[src/rtl/lrw_pkg.sv]
package lrw_pkg;

    typedef enum logic {
        HS_IDLE = 1'b0,
        HS_WAIT = 1'b1
    } hs_state_e;

    // default timing: 5 s interval and 1 us poll spacing at 156.25 MHz
    localparam int unsigned DEF_INTERVAL_CYC = 781_250_000;
    localparam int unsigned DEF_POLL_GAP_CYC = 156;
    localparam int unsigned DEF_POLL_TRIES   = 50;
    localparam int unsigned DEF_CNT_W        = 16;

    // bits needed to hold values 0..n
    function automatic int unsigned width_for(input int unsigned n);
        return (n < 2) ? 1 : $clog2(n + 1);
    endfunction

endpackage

[src/rtl/lrw_interval_timer.sv]
module lrw_interval_timer
    import lrw_pkg::*;
#(
    parameter int unsigned INTERVAL_CYC = DEF_INTERVAL_CYC
) (
    input  logic clk,
    input  logic rst,
    input  logic hold,
    input  logic busy,
    output logic fire
);
    localparam int unsigned IVL_W = width_for(INTERVAL_CYC);
    localparam logic [IVL_W-1:0] LAST = IVL_W'(INTERVAL_CYC - 1);

    logic [IVL_W-1:0] elapsed;

    // expiry is held while a wait is open, then fires once idle
    assign fire = !hold && !busy && (elapsed == LAST);

    always_ff @(posedge clk) begin
        if (rst) begin
            elapsed <= '0;
        end else if (hold || fire) begin
            elapsed <= '0;
        end else if (elapsed != LAST) begin
            elapsed <= elapsed + 1'b1;
        end
    end
endmodule

[src/rtl/lrw_reset_handshake.sv]
module lrw_reset_handshake
    import lrw_pkg::*;
#(
    parameter int unsigned POLL_GAP_CYC = DEF_POLL_GAP_CYC,
    parameter int unsigned POLL_TRIES   = DEF_POLL_TRIES
) (
    input  logic clk,
    input  logic rst,
    input  logic start,
    input  logic done_in,
    output logic busy,
    output logic expire
);
    localparam int unsigned GAP_W = width_for(POLL_GAP_CYC);
    localparam int unsigned TRY_W = width_for(POLL_TRIES);
    localparam logic [GAP_W-1:0] GAP_LAST = GAP_W'(POLL_GAP_CYC - 1);
    localparam logic [TRY_W-1:0] TRY_LAST = TRY_W'(POLL_TRIES - 1);

    typedef struct packed {
        hs_state_e        state;
        logic [GAP_W-1:0] gap;
        logic [TRY_W-1:0] tries;
    } hs_t;

    hs_t cur, nxt;
    logic poll_now;

    assign poll_now = (cur.state == HS_WAIT) && (cur.gap == GAP_LAST);
    assign expire   = poll_now && !done_in && (cur.tries == TRY_LAST);
    assign busy     = (cur.state == HS_WAIT);

    always_comb begin
        nxt = cur;
        unique case (cur.state)
            HS_IDLE: begin
                if (start) begin
                    nxt.state = HS_WAIT;
                    nxt.gap   = '0;
                    nxt.tries = '0;
                end
            end
            HS_WAIT: begin
                if (poll_now) begin
                    nxt.gap = '0;
                    if (done_in || expire) begin
                        nxt.state = HS_IDLE;
                    end else begin
                        nxt.tries = cur.tries + 1'b1;
                    end
                end else begin
                    nxt.gap = cur.gap + 1'b1;
                end
            end
            default: nxt.state = HS_IDLE;
        endcase
    end

    always_ff @(posedge clk) begin
        if (rst) begin
            cur <= '{state: HS_IDLE, gap: '0, tries: '0};
        end else begin
            cur <= nxt;
        end
    end
endmodule

[src/rtl/lrw_sat_counter.sv]
module lrw_sat_counter #(
    parameter int unsigned CNT_W = 16
) (
    input  logic             clk,
    input  logic             rst,
    input  logic             inc,
    output logic [CNT_W-1:0] value
);
    localparam logic [CNT_W-1:0] TOP = '1;

    always_ff @(posedge clk) begin
        if (rst) begin
            value <= '0;
        end else if (inc && (value != TOP)) begin
            value <= value + 1'b1;
        end
    end
endmodule

[src/rtl/link_recovery_wdog.sv]
module link_recovery_wdog
    import lrw_pkg::*;
#(
    parameter int unsigned INTERVAL_CYC = DEF_INTERVAL_CYC,
    parameter int unsigned POLL_GAP_CYC = DEF_POLL_GAP_CYC,
    parameter int unsigned POLL_TRIES   = DEF_POLL_TRIES,
    parameter int unsigned CNT_W        = DEF_CNT_W
) (
    input  logic             clk,
    input  logic             rst,
    input  logic             link_up,
    input  logic             loopback_active,
    input  logic             rst_done,
    input  logic             clr_timeout,
    output logic             reset_req,
    output logic [CNT_W-1:0] reset_count,
    output logic             timeout_flag
);
    logic hold, busy, fire, expire;

    assign hold = link_up || loopback_active;

    lrw_interval_timer #(.INTERVAL_CYC(INTERVAL_CYC)) u_timer (
        .clk  (clk),
        .rst  (rst),
        .hold (hold),
        .busy (busy),
        .fire (fire)
    );

    lrw_reset_handshake #(
        .POLL_GAP_CYC (POLL_GAP_CYC),
        .POLL_TRIES   (POLL_TRIES)
    ) u_hs (
        .clk     (clk),
        .rst     (rst),
        .start   (fire),
        .done_in (rst_done),
        .busy    (busy),
        .expire  (expire)
    );

    lrw_sat_counter #(.CNT_W(CNT_W)) u_cnt (
        .clk   (clk),
        .rst   (rst),
        .inc   (fire),
        .value (reset_count)
    );

    assign reset_req = busy;

    always_ff @(posedge clk) begin
        if (rst) begin
            timeout_flag <= 1'b0;
        end else if (expire) begin
            timeout_flag <= 1'b1;
        end else if (clr_timeout) begin
            timeout_flag <= 1'b0;
        end
    end
endmodule

[config.mk]
export PLATFORM = sky130hd
export DESIGN_NAME = link_recovery_wdog
export DESIGN_NICKNAME = d
export VERILOG_FILES = /design/src/rtl/lrw_pkg.sv /design/src/rtl/lrw_interval_timer.sv /design/src/rtl/lrw_reset_handshake.sv /design/src/rtl/lrw_sat_counter.sv /design/src/rtl/link_recovery_wdog.sv
export SDC_FILE = /design/constraint.sdc
export NUM_CORES = 1
export LEC_CHECK = 0
export CAP_MARGIN = 20
export CORE_ASPECT_RATIO = 1.1
export CORE_UTILIZATION = 50
export CTS_BUF_LIST = sky130_fd_sc_hd__clkbuf_16
export CTS_CLUSTER_DIAMETER = 80
export DETAILED_ROUTE_END_ITERATION = 10
export DONT_BUFFER_PORTS = 1
export GPL_TIMING_DRIVEN = 0
export PLACE_DENSITY = 0.7
export SLEW_MARGIN = 20
export SYNTH_ARGS = -nofsm -noshare
export SYNTH_HDL_FRONTEND = slang
export SYNTH_SLANG_ARGS = --single-unit
[constraint.sdc]
create_clock -name clk -period 2.61 [get_ports clk]
set_input_delay 0.522 -clock clk [delete_from_list [all_inputs] [get_ports clk]]
set_output_delay 0.522 -clock clk [all_outputs]
set_load 0.01 [all_outputs]
==> run summary <==
final non-filler cell total = 471
DRT met1 WL = 3390 µm
Setup TNS = 0 ns
Die H = 85.9 µm
wire per inst = 15.7 µm
end of the critical path = u_cnt.value[9]$_SDFFE_PP0P_
footprint of the multi-input gates = 1840 µm²
CP required = 2.82 ns
TritonCTS Sinks = 62
CP startpoint kind = register
largest net degree at the start of global routing = 11
met3 wire len = 321 µm
Root Driver = clkbuf_16
Area Growth Syn to Fin = 12.3%
gp weighted congestion = 0.841
Ports = 24
hold_ws = 0.379 ns
initial antenna violation count = 0
setup repair bufs after CTS = 0
Crit. End Element = register
Horiz. Die Dim = 78.3 µm
Post-synth EDFFs = 0
Mapped Nets = 386
clk_skew = 0.00766 ns
Power, Total = 2.10 mW
WL met2 = 3560 µm
GRT Total Usage = 23.7%
core area = 6190 µm²
Core Rows = 30
pre-CTS setup slack = 0.0324 ns
GRT overflow = 0
CTS H-tree lvls = 3
RSZ-0062 raised after global routing = false
Worst Slack Setup Final = 0.170 ns
DR vias/cell = 6.09
Critical Path Source = u_timer.elapsed[0]$_SDFFE_PP0N_
diode count = 0
Placed Cells = 455
main flop type after synthesis = dfxtp_1
Synth warnings = 0
CTS tree = yes
clock-pin slew on the worst setup and hold paths = 0.05 ns
Fin. Hold Viols = 0
period utilization = 93.5%
post-synthesis instance area = 3200 µm²
CTS max path bufs = 2
critical path peak fanout = 10
reg2reg start = u_timer.elapsed[0]$_SDFFE_PP0N_
first-pass GRT wire length = 12600 µm
Initial Utilization = 51.7%
min cycle time layout = 2.44 ns
FILL cells = 547
Synth Register Bits = 62
reg2reg end = u_cnt.value[9]$_SDFFE_PP0P_
fin nets = 397
Critical Path AT = 2.65 ns
Final HPWL DP = 5070 µm
Pre-antenna DRT Iters = 4
pwr/cell area = 585 nW/µm²
R2R depth = 7
R2R Setup Slk = 0.17 ns
Num CTS Buffers = 9
Die ar. = 6730 µm²
max-slew violations = 0
drt drc = 0
PortBufs = 0
Lkg Pwr = 1.10 nW
fmax = 410 MHz
Cells after Synth = 375
Initial DRC Count = 114
top routing layer in use = met4
Final setup viols = 0
max cap viols = 0
Max VDD drop = 0.336 mV
count of cell types in the netlist = 54
slew margin rel. = 49.9%
Routed Antenna Nets = 0
vias in the first global route = 2644
clk_lat worst skew = 0.32 ns
area occupied by registers = 1240 µm²
Hold Crit Start = clr_timeout
Critical Setup Path Class = reg -> reg
Vias = 2868
share of layout cells above drive strength 1 = 10.7%
sequential share of the synthesized area = 38.8%
mean post-synth cell area = 8.53 µm²
Worst-Margin Slew = 0.751 ns
status = finished clean
fraction of registers with async set/reset = 0%
Hold Crit Class = in -> reg
WL final = 7390 µm
## per-layer routing
metal	global-route usage (%)	vias to the layer above
met5	0	-
met2	38.5	72
met3	7.34	10
met4	9.26	0
met1	29.4	1363
li1	-	1423
## worst min path at each step
| stage | slack, ns | end | cells past startpoint |
|---|---|---|---|
| after floorplan | 0.44 | u_hs.cur[13]$_SDFFE_PP0P_ | 1 |
| after CTS | 0.37 | timeout_flag$_SDFFE_PP0P_ | 2 |
| final | 0.38 | timeout_flag$_SDFFE_PP0P_ | 2 |
| after global placement | 0.46 | u_hs.cur[13]$_SDFFE_PP0P_ | 1 |
| after detailed placement | 0.49 | u_hs.cur[13]$_SDFFE_PP0P_ | 1 |
| after global routing | 0.37 | timeout_flag$_SDFFE_PP0P_ | 2 |
## state kept, by name (all words and copies together) (netlist names)
register and flops:
timeout_flag 1, u_cnt.value 16, u_hs.busy 1, u_hs.cur 14
u_timer.elapsed 30
## critical path, stage by stage (launching register included)
cell and delay [ns]:
dfxtp_1 0.42, ha_2 0.29, nand3_1 0.22, nor4_4 0.29, nand3_2 0.23, buf_6 0.21
nor4_1 0.29, mux2_2 0.38
## final cells by class
type                    instances  share of cell area, %
multi-input cells             286                   51.2
clock inverters                 7                   1.57
flip-flops and latches         62                   34.5
plain buffers                  15                   2.37
clock buffers                   9                   6.27
inverters                      12                   1.25
well taps                      80                   2.79
## cells in the final DEF, fill, tap and decap left out, drive strengths merged, types with 6 or more instances in the layout
| master | count |
|---|---|
| a21oi | 23 |
| a311oi | 6 |
| and3 | 8 |
| and4 | 6 |
| buf | 10 |
| clkbuf | 14 |
| dfxtp | 62 |
| inv | 13 |
| nand2 | 20 |
| nand3 | 31 |
| nand4 | 8 |
| nor2 | 48 |
| nor3 | 17 |
| nor4 | 15 |
| o31ai | 9 |
| or4 | 12 |
| xnor2 | 25 |
## repair_timing
action | in CTS | in global routing
endpoints found under the setup margin | 1 | 4
cloned | 0 | 0
gates resized for setup | 1 | 1
hold buffers | 0 | 0
## synthesized netlist by cell type, types with 8 or more instances
library cell	count	area (µm²)
a21oi_1	23	115
and3_1	8	50.1
dfxtp_1	62	1240
inv_1	12	45.0
nand2_1	20	75.1
nand3_1	29	145
nor2_1	48	180
nor3_1	16	80.1
nor4_1	12	75.1
o31ai_1	9	67.6
or4_1	11	82.6
xnor2_1	25	219
## cells by family (layout without fill, tap and decap cells)
| family | Yosys count | after routing | share of synthesized area [%] |
|---|---|---|---|
| buf+inv | 27 | 43 | 4.07 |
| flops | 62 | 62 | 38.8 |
| compound gates | 59 | 59 | 12.0 |
| xor+xnor | 27 | 27 | 7.39 |
| simple gates | 190 | 190 | 34.1 |
| mux | 5 | 5 | 1.72 |
| fa+ha+maj | 5 | 5 | 1.95 |
## where the power goes
part           total (mW)  leakage (nW)  internal (mW)  switching [mW]
clock network        1.13         0.145          0.722           0.406
registers           0.950         0.499          0.948         0.00125
logic              0.0240         0.460        0.00582          0.0182
## per-stage QoR
| stage | instance area [µm²] | utilization, % |
|---|---|---|
| after floorplan | 3200 | - |
| after global placement | 3300 | 53.3 |
| after detailed placement | 3300 | 53.3 |
| after CTS | 3590 | 58.0 |
| after global routing | 3590 | 58.0 |
| final | 3590 | 58.0 |
Note: power is estimated with default switching activity, not from simulation.
